**config.mk**
```make
export PLATFORM = sky130hd
export DESIGN_NAME = rmc_miss_ctrl
export DESIGN_NICKNAME = d
export VERILOG_FILES = /design/src/rtl/rmc_pkg.sv /design/src/rtl/rmc_line.sv /design/src/rtl/rmc_out_reg.sv /design/src/rtl/rmc_miss_ctrl.sv
export SDC_FILE = /design/constraint.sdc
export NUM_CORES = 1
export LEC_CHECK = 0
export BUFFER_PORTS_ARGS = -buffer_cell sky130_fd_sc_hd__buf_2
export CORE_MARGIN = 8
export CORE_UTILIZATION = 35
export DETAILED_ROUTE_END_ITERATION = 6
export GPL_TIMING_DRIVEN = 0
export PLACE_DENSITY_LB_ADDON = 0.12
export SLEW_MARGIN = 5
export SYNTH_ARGS = -nofsm -noshare
export SYNTH_HDL_FRONTEND = slang
export SYNTH_SLANG_ARGS = --single-unit
```
**constraint.sdc**
```tcl
create_clock -name clk -period 3.2 [get_ports clk]
set_input_delay 0.48 -clock clk [delete_from_list [all_inputs] [get_ports clk]]
set_output_delay 0.48 -clock clk [all_outputs]
set_load 0.03 [all_outputs]
```
**src/rtl/rmc_pkg.sv**
```systemverilog
package rmc_pkg;

    typedef enum logic [1:0] {
        LN_INV         = 2'd0,
        LN_SHR         = 2'd1,
        LN_WAIT        = 2'd2,
        LN_WAIT_KILLED = 2'd3
    } line_st_e;

    typedef enum logic {
        MSG_INVALL = 1'b0,
        MSG_FILL   = 1'b1
    } msg_kind_e;

endpackage

```
**src/rtl/rmc_line.sv**
```systemverilog
module rmc_line
    import rmc_pkg::*;
#(
    parameter int DW = 32
) (
    input  logic          clk,
    input  logic          rst_n,
    input  logic          req_fire,
    input  logic          msg_hit,
    input  msg_kind_e     msg_kind,
    input  logic [DW-1:0] msg_data,
    output line_st_e      st_o,
    output logic          ev_gets,
    output logic          ev_ack,
    output logic          ev_rsp,
    output logic          ev_stale,
    output logic [DW-1:0] ev_data
);

    typedef struct packed {
        line_st_e      st;
        logic [DW-1:0] data;
    } line_reg_t;

    line_reg_t r_d, r_q;

    always_comb begin
        r_d      = r_q;
        ev_gets  = 1'b0;
        ev_ack   = 1'b0;
        ev_rsp   = 1'b0;
        ev_stale = 1'b0;
        ev_data  = r_q.data;

        if (msg_hit) begin
            if (msg_kind == MSG_INVALL) begin
                ev_ack = 1'b1;
                case (r_q.st)
                    LN_WAIT: r_d.st = LN_WAIT_KILLED;
                    LN_SHR:  r_d.st = LN_INV;
                    default: r_d.st = r_q.st;
                endcase
            end else begin
                case (r_q.st)
                    LN_WAIT: begin
                        r_d.st   = LN_SHR;
                        r_d.data = msg_data;
                        ev_rsp   = 1'b1;
                        ev_data  = msg_data;
                    end
                    LN_WAIT_KILLED: begin
                        r_d.st   = LN_INV;
                        ev_rsp   = 1'b1;
                        ev_stale = 1'b1;
                        ev_data  = msg_data;
                    end
                    default: r_d.st = r_q.st;
                endcase
            end
        end

        if (req_fire) begin
            case (r_q.st)
                LN_INV: begin
                    r_d.st  = LN_WAIT;
                    ev_gets = 1'b1;
                end
                LN_SHR: begin
                    ev_rsp  = 1'b1;
                    ev_data = r_q.data;
                end
                default: r_d.st = r_q.st;
            endcase
        end
    end

    always_ff @(posedge clk) begin
        if (!rst_n) begin
            r_q <= '{st: LN_INV, data: '0};
        end else begin
            r_q <= r_d;
        end
    end

    assign st_o = r_q.st;

    // invalidation during a pending miss marks the line killed
    p_inv_pending_r4: assert property (@(posedge clk) disable iff (!rst_n)
        (r_q.st == LN_WAIT && msg_hit && msg_kind == MSG_INVALL) |=> (r_q.st == LN_WAIT_KILLED));

    // late fill after invalidation leaves the line invalid
    p_stale_drop_r5: assert property (@(posedge clk) disable iff (!rst_n)
        (r_q.st == LN_WAIT_KILLED && msg_hit && msg_kind == MSG_FILL) |=> (r_q.st == LN_INV));

    // normal fill installs the payload
    p_fill_r3: assert property (@(posedge clk) disable iff (!rst_n)
        (r_q.st == LN_WAIT && msg_hit && msg_kind == MSG_FILL)
        |=> (r_q.st == LN_SHR && r_q.data == $past(msg_data)));

    // the handshake never lets a load into a pending line
    p_pending_nofire_r7: assert property (@(posedge clk) disable iff (!rst_n)
        req_fire |-> (r_q.st == LN_INV || r_q.st == LN_SHR));

    // load and message never reach the same line together
    p_no_collide_r8: assert property (@(posedge clk) disable iff (!rst_n)
        !(req_fire && msg_hit));

endmodule

```
**src/rtl/rmc_out_reg.sv**
```systemverilog
module rmc_out_reg #(
    parameter int IW = 2,
    parameter int DW = 32
) (
    input  logic          clk,
    input  logic          rst_n,
    input  logic          gets_v_d,
    input  logic [IW-1:0] gets_line_d,
    input  logic          ack_v_d,
    input  logic [IW-1:0] ack_line_d,
    input  logic          rsp_v_d,
    input  logic [IW-1:0] rsp_line_d,
    input  logic          rsp_stale_d,
    input  logic [DW-1:0] rsp_data_d,
    output logic          gets_v_q,
    output logic [IW-1:0] gets_line_q,
    output logic          ack_v_q,
    output logic [IW-1:0] ack_line_q,
    output logic          rsp_v_q,
    output logic [IW-1:0] rsp_line_q,
    output logic          rsp_stale_q,
    output logic [DW-1:0] rsp_data_q
);

    typedef struct packed {
        logic          gets_v;
        logic [IW-1:0] gets_line;
        logic          ack_v;
        logic [IW-1:0] ack_line;
        logic          rsp_v;
        logic [IW-1:0] rsp_line;
        logic          rsp_stale;
        logic [DW-1:0] rsp_data;
    } out_t;

    out_t o_d, o_q;

    always_comb begin
        o_d.gets_v    = gets_v_d;
        o_d.gets_line = gets_line_d;
        o_d.ack_v     = ack_v_d;
        o_d.ack_line  = ack_line_d;
        o_d.rsp_v     = rsp_v_d;
        o_d.rsp_line  = rsp_line_d;
        o_d.rsp_stale = rsp_stale_d;
        o_d.rsp_data  = rsp_data_d;
    end

    always_ff @(posedge clk) begin
        if (!rst_n) begin
            o_q <= '0;
        end else begin
            o_q <= o_d;
        end
    end

    assign gets_v_q    = o_q.gets_v;
    assign gets_line_q = o_q.gets_line;
    assign ack_v_q     = o_q.ack_v;
    assign ack_line_q  = o_q.ack_line;
    assign rsp_v_q     = o_q.rsp_v;
    assign rsp_line_q  = o_q.rsp_line;
    assign rsp_stale_q = o_q.rsp_stale;
    assign rsp_data_q  = o_q.rsp_data;

endmodule

```
**src/rtl/rmc_miss_ctrl.sv**
```systemverilog
module rmc_miss_ctrl
    import rmc_pkg::*;
#(
    parameter int NUM_LINES = 4,
    parameter int DW        = 32,
    localparam int IW       = (NUM_LINES > 1) ? $clog2(NUM_LINES) : 1
) (
    input  logic          clk,
    input  logic          rst_n,
    input  logic          req_valid,
    output logic          req_ready,
    input  logic [IW-1:0] req_line,
    input  logic          msg_valid,
    output logic          msg_ready,
    input  logic          msg_kind,
    input  logic [IW-1:0] msg_line,
    input  logic [DW-1:0] msg_data,
    output logic          gets_valid,
    output logic [IW-1:0] gets_line,
    output logic          ack_valid,
    output logic [IW-1:0] ack_line,
    output logic          rsp_valid,
    output logic [IW-1:0] rsp_line,
    output logic [DW-1:0] rsp_data,
    output logic          rsp_stale
);

    msg_kind_e mk;
    assign mk = msg_kind_e'(msg_kind);

    line_st_e            st      [NUM_LINES];
    logic [NUM_LINES-1:0] req_fire;
    logic [NUM_LINES-1:0] msg_hit;
    logic [NUM_LINES-1:0] ev_gets;
    logic [NUM_LINES-1:0] ev_ack;
    logic [NUM_LINES-1:0] ev_rsp;
    logic [NUM_LINES-1:0] ev_stale;
    logic [DW-1:0]        ev_data [NUM_LINES];

    line_st_e req_st, msg_st;
    logic     req_line_ok, msg_line_ok, msg_makes_rsp;

    always_comb begin
        req_st      = LN_INV;
        msg_st      = LN_INV;
        req_line_ok = 1'b0;
        msg_line_ok = 1'b0;
        for (int i = 0; i < NUM_LINES; i++) begin
            if (req_line == IW'(i)) begin
                req_st      = st[i];
                req_line_ok = 1'b1;
            end
            if (msg_line == IW'(i)) begin
                msg_st      = st[i];
                msg_line_ok = 1'b1;
            end
        end
        msg_makes_rsp = msg_valid && msg_line_ok && (mk == MSG_FILL)
                        && (msg_st == LN_WAIT || msg_st == LN_WAIT_KILLED);
        req_ready = req_line_ok
                    && (req_st == LN_INV || req_st == LN_SHR)
                    && !(msg_valid && msg_line == req_line)
                    && !(req_st == LN_SHR && msg_makes_rsp);
    end

    assign msg_ready = 1'b1;

    for (genvar g = 0; g < NUM_LINES; g++) begin : g_line
        localparam logic [IW-1:0] LIDX = IW'(g);
        assign req_fire[g] = req_valid && req_ready && (req_line == LIDX);
        assign msg_hit[g]  = msg_valid && (msg_line == LIDX);

        rmc_line #(.DW(DW)) u_line (
            .clk      (clk),
            .rst_n    (rst_n),
            .req_fire (req_fire[g]),
            .msg_hit  (msg_hit[g]),
            .msg_kind (mk),
            .msg_data (msg_data),
            .st_o     (st[g]),
            .ev_gets  (ev_gets[g]),
            .ev_ack   (ev_ack[g]),
            .ev_rsp   (ev_rsp[g]),
            .ev_stale (ev_stale[g]),
            .ev_data  (ev_data[g])
        );
    end

    logic          gets_v_d, ack_v_d, rsp_v_d, rsp_stale_d;
    logic [IW-1:0] gets_line_d, ack_line_d, rsp_line_d;
    logic [DW-1:0] rsp_data_d;

    always_comb begin
        gets_v_d    = 1'b0;
        gets_line_d = '0;
        ack_v_d     = 1'b0;
        ack_line_d  = '0;
        rsp_v_d     = 1'b0;
        rsp_line_d  = '0;
        rsp_stale_d = 1'b0;
        rsp_data_d  = '0;
        for (int i = 0; i < NUM_LINES; i++) begin
            if (ev_gets[i]) begin
                gets_v_d    = 1'b1;
                gets_line_d = IW'(i);
            end
            if (ev_ack[i]) begin
                ack_v_d    = 1'b1;
                ack_line_d = IW'(i);
            end
            if (ev_rsp[i]) begin
                rsp_v_d     = 1'b1;
                rsp_line_d  = IW'(i);
                rsp_stale_d = ev_stale[i];
                rsp_data_d  = ev_data[i];
            end
        end
    end

    rmc_out_reg #(.IW(IW), .DW(DW)) u_out (
        .clk         (clk),
        .rst_n       (rst_n),
        .gets_v_d    (gets_v_d),
        .gets_line_d (gets_line_d),
        .ack_v_d     (ack_v_d),
        .ack_line_d  (ack_line_d),
        .rsp_v_d     (rsp_v_d),
        .rsp_line_d  (rsp_line_d),
        .rsp_stale_d (rsp_stale_d),
        .rsp_data_d  (rsp_data_d),
        .gets_v_q    (gets_valid),
        .gets_line_q (gets_line),
        .ack_v_q     (ack_valid),
        .ack_line_q  (ack_line),
        .rsp_v_q     (rsp_valid),
        .rsp_line_q  (rsp_line),
        .rsp_stale_q (rsp_stale),
        .rsp_data_q  (rsp_data)
    );

    // every invalidation is acknowledged one cycle later for its line
    p_ack_next_r4: assert property (@(posedge clk) disable iff (!rst_n)
        (msg_valid && msg_line_ok && mk == MSG_INVALL)
        |=> (ack_valid && ack_line == $past(msg_line)));

    // accepted load to an invalid line issues a read request next cycle
    p_gets_next_r2: assert property (@(posedge clk) disable iff (!rst_n)
        (req_valid && req_ready && req_st == LN_INV)
        |=> (gets_valid && gets_line == $past(req_line)));

    // never two lines competing for the response port
    p_one_rsp_r8: assert property (@(posedge clk) disable iff (!rst_n)
        $countones(ev_rsp) <= 1);

endmodule

```
==> results of run 1 <==
## cell families (layout without fill, tap and decap cells)
family,after synthesis,in the layout
fa+ha+maj,16,16
other cells,1,1
simple gates,408,408
buf+inv,87,198
xor+xnor,2,2
flops,178,178
compound gates,268,268
mux,10,10
## sequential cells by signal (all words and copies together), names as in the netlist
name and cells:
u_out.rsp_stale_q 1, u_out.gets_line_q 2, u_out.gets_v_q 1, u_out.ack_v_q 1, g_line.u_line.r_q 128, u_out.rsp_data_q 32, u_out.rsp_v_q 1, u_out.ack_line_q 2
u_out.rsp_line_q 2, g_line.u_line.st_o 8
## per-layer routing
metal	wire, µm	part of all wire, %	vias to the layer above
li1	-	-	3566
met1	12000	47	3423
met2	11700	46	208
met3	1420	5.6	28
met4	328	1.3	0
met5	0	0	-
## power breakdown
group	total [mW]	internal [mW]	leakage (nW)	switching, mW
Clock	2.16	1.24	0.298	0.920
Combinational	0.263	0.0791	1.68	0.184
Sequential	2.24	2.23	1.43	0.0104
## placed cells by master (no fill, tap or decap), types with 16 or more instances in the layout
cell type  instances
a21oi_1          137
dfxtp_1          178
ha_1              16
and2_1            39
o22ai_1           30
nand2_1          274
nor2_1            50
clkbuf_16         17
a221o_1           60
clkbuf_1          64
buf_2             82
## what timing repair did
item	4_1_cts	5_1_grt
setup endpoints to repair	30	30
buffers inserted	0	0
gates resized for setup	1	6
## layout make-up
type | count | area, µm²
plain buffers | 78 | 348
well taps | 280 | 350
clock buffers | 21 | 480
inverters | 9 | 33.8
fillers | 2297 | 12700
flip-flops and latches | 178 | 3560
clock inverters | 10 | 124
multi-input cells | 705 | 3900
repair buffers | 80 | 400
## path summary, 6_finish.rpt
| path | start | endpoint | cells after the start |
|---|---|---|---|
| worst min register to register | g_line[0].u_line.r_q[2] | g_line[0].u_line.r_q[2] | 2 |
| worst max register to register | g_line[2].u_line.st_o[0] | u_out.rsp_data_q[29] | 10 |
| worst min-delay path | msg_data[4] | g_line[0].u_line.r_q[4] | 3 |
| worst max-delay path | g_line[2].u_line.st_o[0] | u_out.rsp_data_q[29] | 10 |
## critical path, cell delays in order, from the launching register on
cell and delay, ns:
dfxtp_1 0.41, inv_1 0.10, ha_1 0.25, o21a_1 0.21, nand2_1 0.22, nand2_1 0.08, a21oi_1 0.49, or4b_1 0.51
a21oi_2 0.23, buf_4 0.24, a221o_1 0.23
## through the flow
stage / cell area, µm² / TNS [ns]
after floorplan: 7830 / 0
after global placement: 8580 / -13.74
after detailed placement: 8580 / -12.99
after CTS: 9200 / 0
after global routing: 9200 / 0
final: 9200 / 0
==> impl_results.md, run 1 <==
- Outcome: finished, final reports clean
- Clk buf depth: 2
- Post-Syn Area per Cell: between 8 and 9 µm²
- Most frequent cells after synthesis: nand2_1 (274), dfxtp_1 (178), a21oi_1 (137), clkbuf_1 (67), a221o_1 (60)
- Syn Inst Count: 970
- Unrepaired setup endpoints after global routing: false
- I/O Buffers: 80
- Die Y: about 170 µm
- Max-slew violation count: 0
- First-pass GRT wire length: approximately 40,000 µm
- Total grt overflow: 0
- Final ANT Viol Nets: 0
- Relative slew slack: about half
- Yosys synthesis warning count: 0
- Synth Area in Compound Gates: 22.8%
- Pwr/cell area: between 500 and 600 nW/µm²
- M1 GR Usage: around 25%
- Root buf cell: clkbuf_16
- Worst Path Arrival: 3.41 ns
- Largest family of logic cells by synthesized area: compound AO/OA/AOI/OAI gates
- Worst-path maximum fanout: 10
- Final setup violation count: 0
- Layout cell share with drive strength beyond 1: 12.7%
- Worst slew pin tran: around 0.74 ns
- Initial Util: between 30 and 40%
- TritonCTS Buffers: 17
- HPWL after DPL: 17,100 µm
- Vias/cell: approximately 5.3
- Mapped Area: 7830 µm²
- Non-Filler Instances: ~1,400
- Tot Pwr: 4.66 mW
- Synth area leaders: dfxtp_1 (45%), nand2_1 (13%), a21oi_1 (8.8%), a221o_1 (7.7%), clkbuf_1 (3.2%)
- Post-synthesis sequential area ratio: 45.5%
- Critical path class: reg2reg
- Worst setup margin: between 0.1 and 0.15 ns
- Ant. Diodes: 0
- H-tree Lvls: 4
- Area growth syn-to-layout: 17.4%
- R2R setup slack: around 0.15 ns
- Die Span X: approximately 170 µm
- Tcrit/Tclk final: 95.4%
- Ys async rst share: 0%
- Crit path required time: 3.56 ns
- Synth area leader: dfxtp_1
- Max-cap viol count: 0
- Worst vdd ir: 0.335 mV
- Count leader, synth: nand2_1
- Place WS: -0.491 ns
- Final Critical Period: 3.05 ns
- Sink Count: between 150 and 200
- Synth Net Count: just over 1,000
- Synth top area share: between 40% and 50%
- Initial antenna violation count: 0
- Multiplexer share of the synthesized area: under 10%
- RD Place Congestion: about 0.8
- DR iter-0 viols: ~510
- CTS tree: done
- Final wirelength: 25,400 µm
- Main synth FF type: dfxtp_1
- Post-synthesis xor/xnor area fraction: 0.224%
- Unique masters post-synth: 56
- Hold slack: approximately 0.33 ns
- # placed instances: about 1,300
- WL per Instance: ~19 µm
- Post-layout util: 42.0%
- Layout Skew: 0.00780 ns
- DRT Pass-1 Iters: 5
- Met3 GRT Util: about 3.4%
- Nets: approximately 1,100
- # hold bufs at CTS: 0
- Worst-path clk slew: roughly 0.070 ns
- Most Used Layer, Global Route: met2
- Worst Hold Class: in2reg
- #FFs+latches synth: approximately 180
- Post-synth EDFFs: 0
- Vias in the first global route: ~7,000
- Via count: ~7,200
- Synth Area in Simple Gates: around 23%
- Die ar.: around 27,000 µm²
- # IOs: 85
- F_max: approximately 330 MHz
- P_leak: between 3 and 4 nW
- Adder-Cell Fraction of Synth Area: 2.56%
- DRC viols: 0
- Worst setup EP type: flop
- Global routing met2 resource utilization: a little under 30%
- Rows: 54
- Startpoint types: flop
- Clock latency on the worst-skew pair: 0.43 ns
- Core area: 21,900 µm²
- Pin count of the biggest net entering global routing: 17
- GR Util All Layers: 18.2%
- Fin. Hold Viols: 0
Note: power is estimated with default switching activity, not from simulation.
==> inputs of run 2 (changes only) <==
--- a/config.mk
+++ b/config.mk
@@ -9,7 +9,6 @@
 export CORE_MARGIN = 8
 export CORE_UTILIZATION = 35
 export DETAILED_ROUTE_END_ITERATION = 6
-export GPL_TIMING_DRIVEN = 0
 export PLACE_DENSITY_LB_ADDON = 0.12
 export SLEW_MARGIN = 5
 export SYNTH_ARGS = -nofsm -noshare
==> run 2 against run 1 <==
Compared with the run above: sequential power about the same; wire length down 4.4%; utilization down 0.34 points; final area down 0.82%; cell count down 3.3%; sequential share of layout area up 0.32 points; fmax up 13%; register-to-register slack better by 0.38 ns; non-clock buffer count down 46; via count down 3.1%; combinational power down 4%; largest power group unchanged; highest routed layer unchanged.
==> impl_results.md, run 2 (synthesis results as in run 1) <==
- Outcome: finished, final reports clean
- Fin. Hold Viols: 0
- Core area: 21,900 µm²
- CTS tree: done
- # hold bufs at CTS: 0
- CP max-delay cell: mux4_2
- Total grt overflow: 0
- Quantity of gates resized following cts: 0
- Critical path class: reg2out
- F_max: ~370 MHz
- Pwr/cell area: between 500 and 600 nW/µm²
- Vias/cell: 5.32
- GR Util All Layers: approximately 17%
- Area growth syn-to-layout: 16.5%
- Worst Hold Class: in2reg
- Worst slew pin tran: ~0.70 ns
- Startpoint types: flop
- Sink Count: between 150 and 200
- Layout Skew: 0.00969 ns
- RD Place Congestion: 0.836
- Final ANT Viol Nets: 0
- Via count: ~7,000
- R2R depth: 8
- Non-Filler Instances: 1,316
- DRT Pass-1 Iters: 5
- DRC viols: 0
- Worst-path maximum fanout: 6
- I/O Buffers: 83
- DR iter-0 viols: just over 500
- WL per Instance: approximately 18 µm
- Place WS: roughly 0.32 ns
- Post-layout util: between 40% and 50%
- Slowest stage delay, CP: between 0.5 and 0.6 ns
- Initial Util: roughly 36%
- Worst setup margin: 0.493 ns
- Unrepaired setup endpoints after global routing: false
- Clk buf depth: 2
- Worst Path Arrival: 2.23 ns
- Ant. Diodes: 0
- Setup tns final: 0 ns
- Worst setup EP type: output port
- Critical Path, Cell by Cell: mux4_2, a21o_1, buf_4, a211oi_1, buf_2
- Initial antenna violation count: 0
- P_leak: between 3 and 4 nW
- Max-cap viol count: 0
- Placed Area: around 8500 µm²
- Max-slew violation count: 0
- Post-CTS setup buffer count: 0
- # placed instances: between 1,000 and 1,500
- Vias in the first global route: around 6,700
- Crit. Startpoint: g_line[3].u_line.st_o[0]
- Final Critical Period: between 2 and 3 ns
- Final setup violation count: 0
- Rows: 54
- Worst vdd ir: ~0.35 mV
- Clock latency on the worst-skew pair: ~0.43 ns
- Most common cell after layout, fill and taps aside: nand2_1
- Worst-path clk slew: about 0.070 ns
- Root buf cell: clkbuf_16
- Layout cell share with drive strength beyond 1: around 15%
- HPWL after DPL: approximately 15,000 µm
- Delay-heaviest family, CP: multiplexers
- Tcrit/Tclk final: a little over four fifths
- Worst path depth: 5
- # IOs: between 80 and 90
- Final wirelength: roughly 24,000 µm
- Worst R2R Start: g_line[0].u_line.st_o[1]
- TritonCTS Buffers: 17
- Relative slew slack: a little over half
- Hold wc startpoint: msg_data[12]
- Worst Setup EP: req_ready
- CP bufs+invs: 2
- Pin count of the biggest net entering global routing: just under 60
- Die Span X: 166 µm
- Nets: 1,080
- H-tree Lvls: 4
- Crit path required time: around 2.7 ns
- Most frequent cells in the layout: nand2_1 (274), dfxtp_1 (178), a21oi_1 (137)
- Largest Register: g_line.u_line.r_q
- First-pass GRT wire length: about 38,000 µm
- Largest register FFs: between 100 and 150
- R2R setup slack: 0.53 ns
- Final Cell Area: roughly 9100 µm²
- Reg2reg end: u_out.rsp_data_q[30]
- Die ar.: 27,400 µm²
- Die Y: approximately 170 µm
run 2: cell types whose count changed in the layout (fill, tap and decap cells not counted), moves of 2 or more:
cell / before / now
buf_6: 4 / 0
clkbuf_8: 4 / 0
buf_4: 5 / 26
clkbuf_2: 3 / 0
clkbuf_1: 64 / 0
buf_12: 0 / 3
inv_6: 2 / 5
clkinv_4: 2 / 0
clkinvlp_4: 1 / 3
run 2: routing by layer:
layer	track usage [%]	routed length (µm)	part of all wire [%]	vias to the layer above
met1	22.4	11400	47	3347
met2	28.5	11500	47	168
met3	3.36	1120	4.6	13
met4	3.61	201	0.83	0
met5	0	0	0	-
li1	-	-	-	3472
run 2: stage by stage:
stage	power (mW)	hold WS [ns]
after floorplan	2.43	0.432
after global placement	2.54	0.438
after detailed placement	2.54	0.443
after CTS	4.69	0.320
after global routing	4.80	0.328
final	4.64	0.338
run 2: layout make-up:
cell class | count | area, µm²
Multi-Input combinational cell | 705 | 3900
Inverter | 9 | 36.3
Fill cell | 2297 | 12800
Clock buffer | 17 | 425
Tap cell | 280 | 350
Timing Repair Buffer | 112 | 671
Clock inverter | 15 | 175
Sequential cell | 178 | 3560
run 2: worst min-delay path, stage by stage:
cell     delay, ns
buf_2         0.13
nand2_1       0.06
a21oi_1       0.05
run 2: worst min path at each step:
stage / endpoint / slack (ns) / depth (start not counted)
after floorplan: g_line[0].u_line.r_q[0] / 0.43 / 2
after global placement: g_line[0].u_line.r_q[10] / 0.44 / 2
after detailed placement: g_line[0].u_line.r_q[7] / 0.44 / 2
after CTS: g_line[2].u_line.r_q[23] / 0.32 / 3
after global routing: g_line[1].u_line.r_q[15] / 0.33 / 3
final: g_line[0].u_line.r_q[12] / 0.34 / 3
run 2: power by group:
group          switching, mW  internal [mW]
logic                  0.172         0.0809
registers             0.0105           2.23
clock network          0.968           1.18
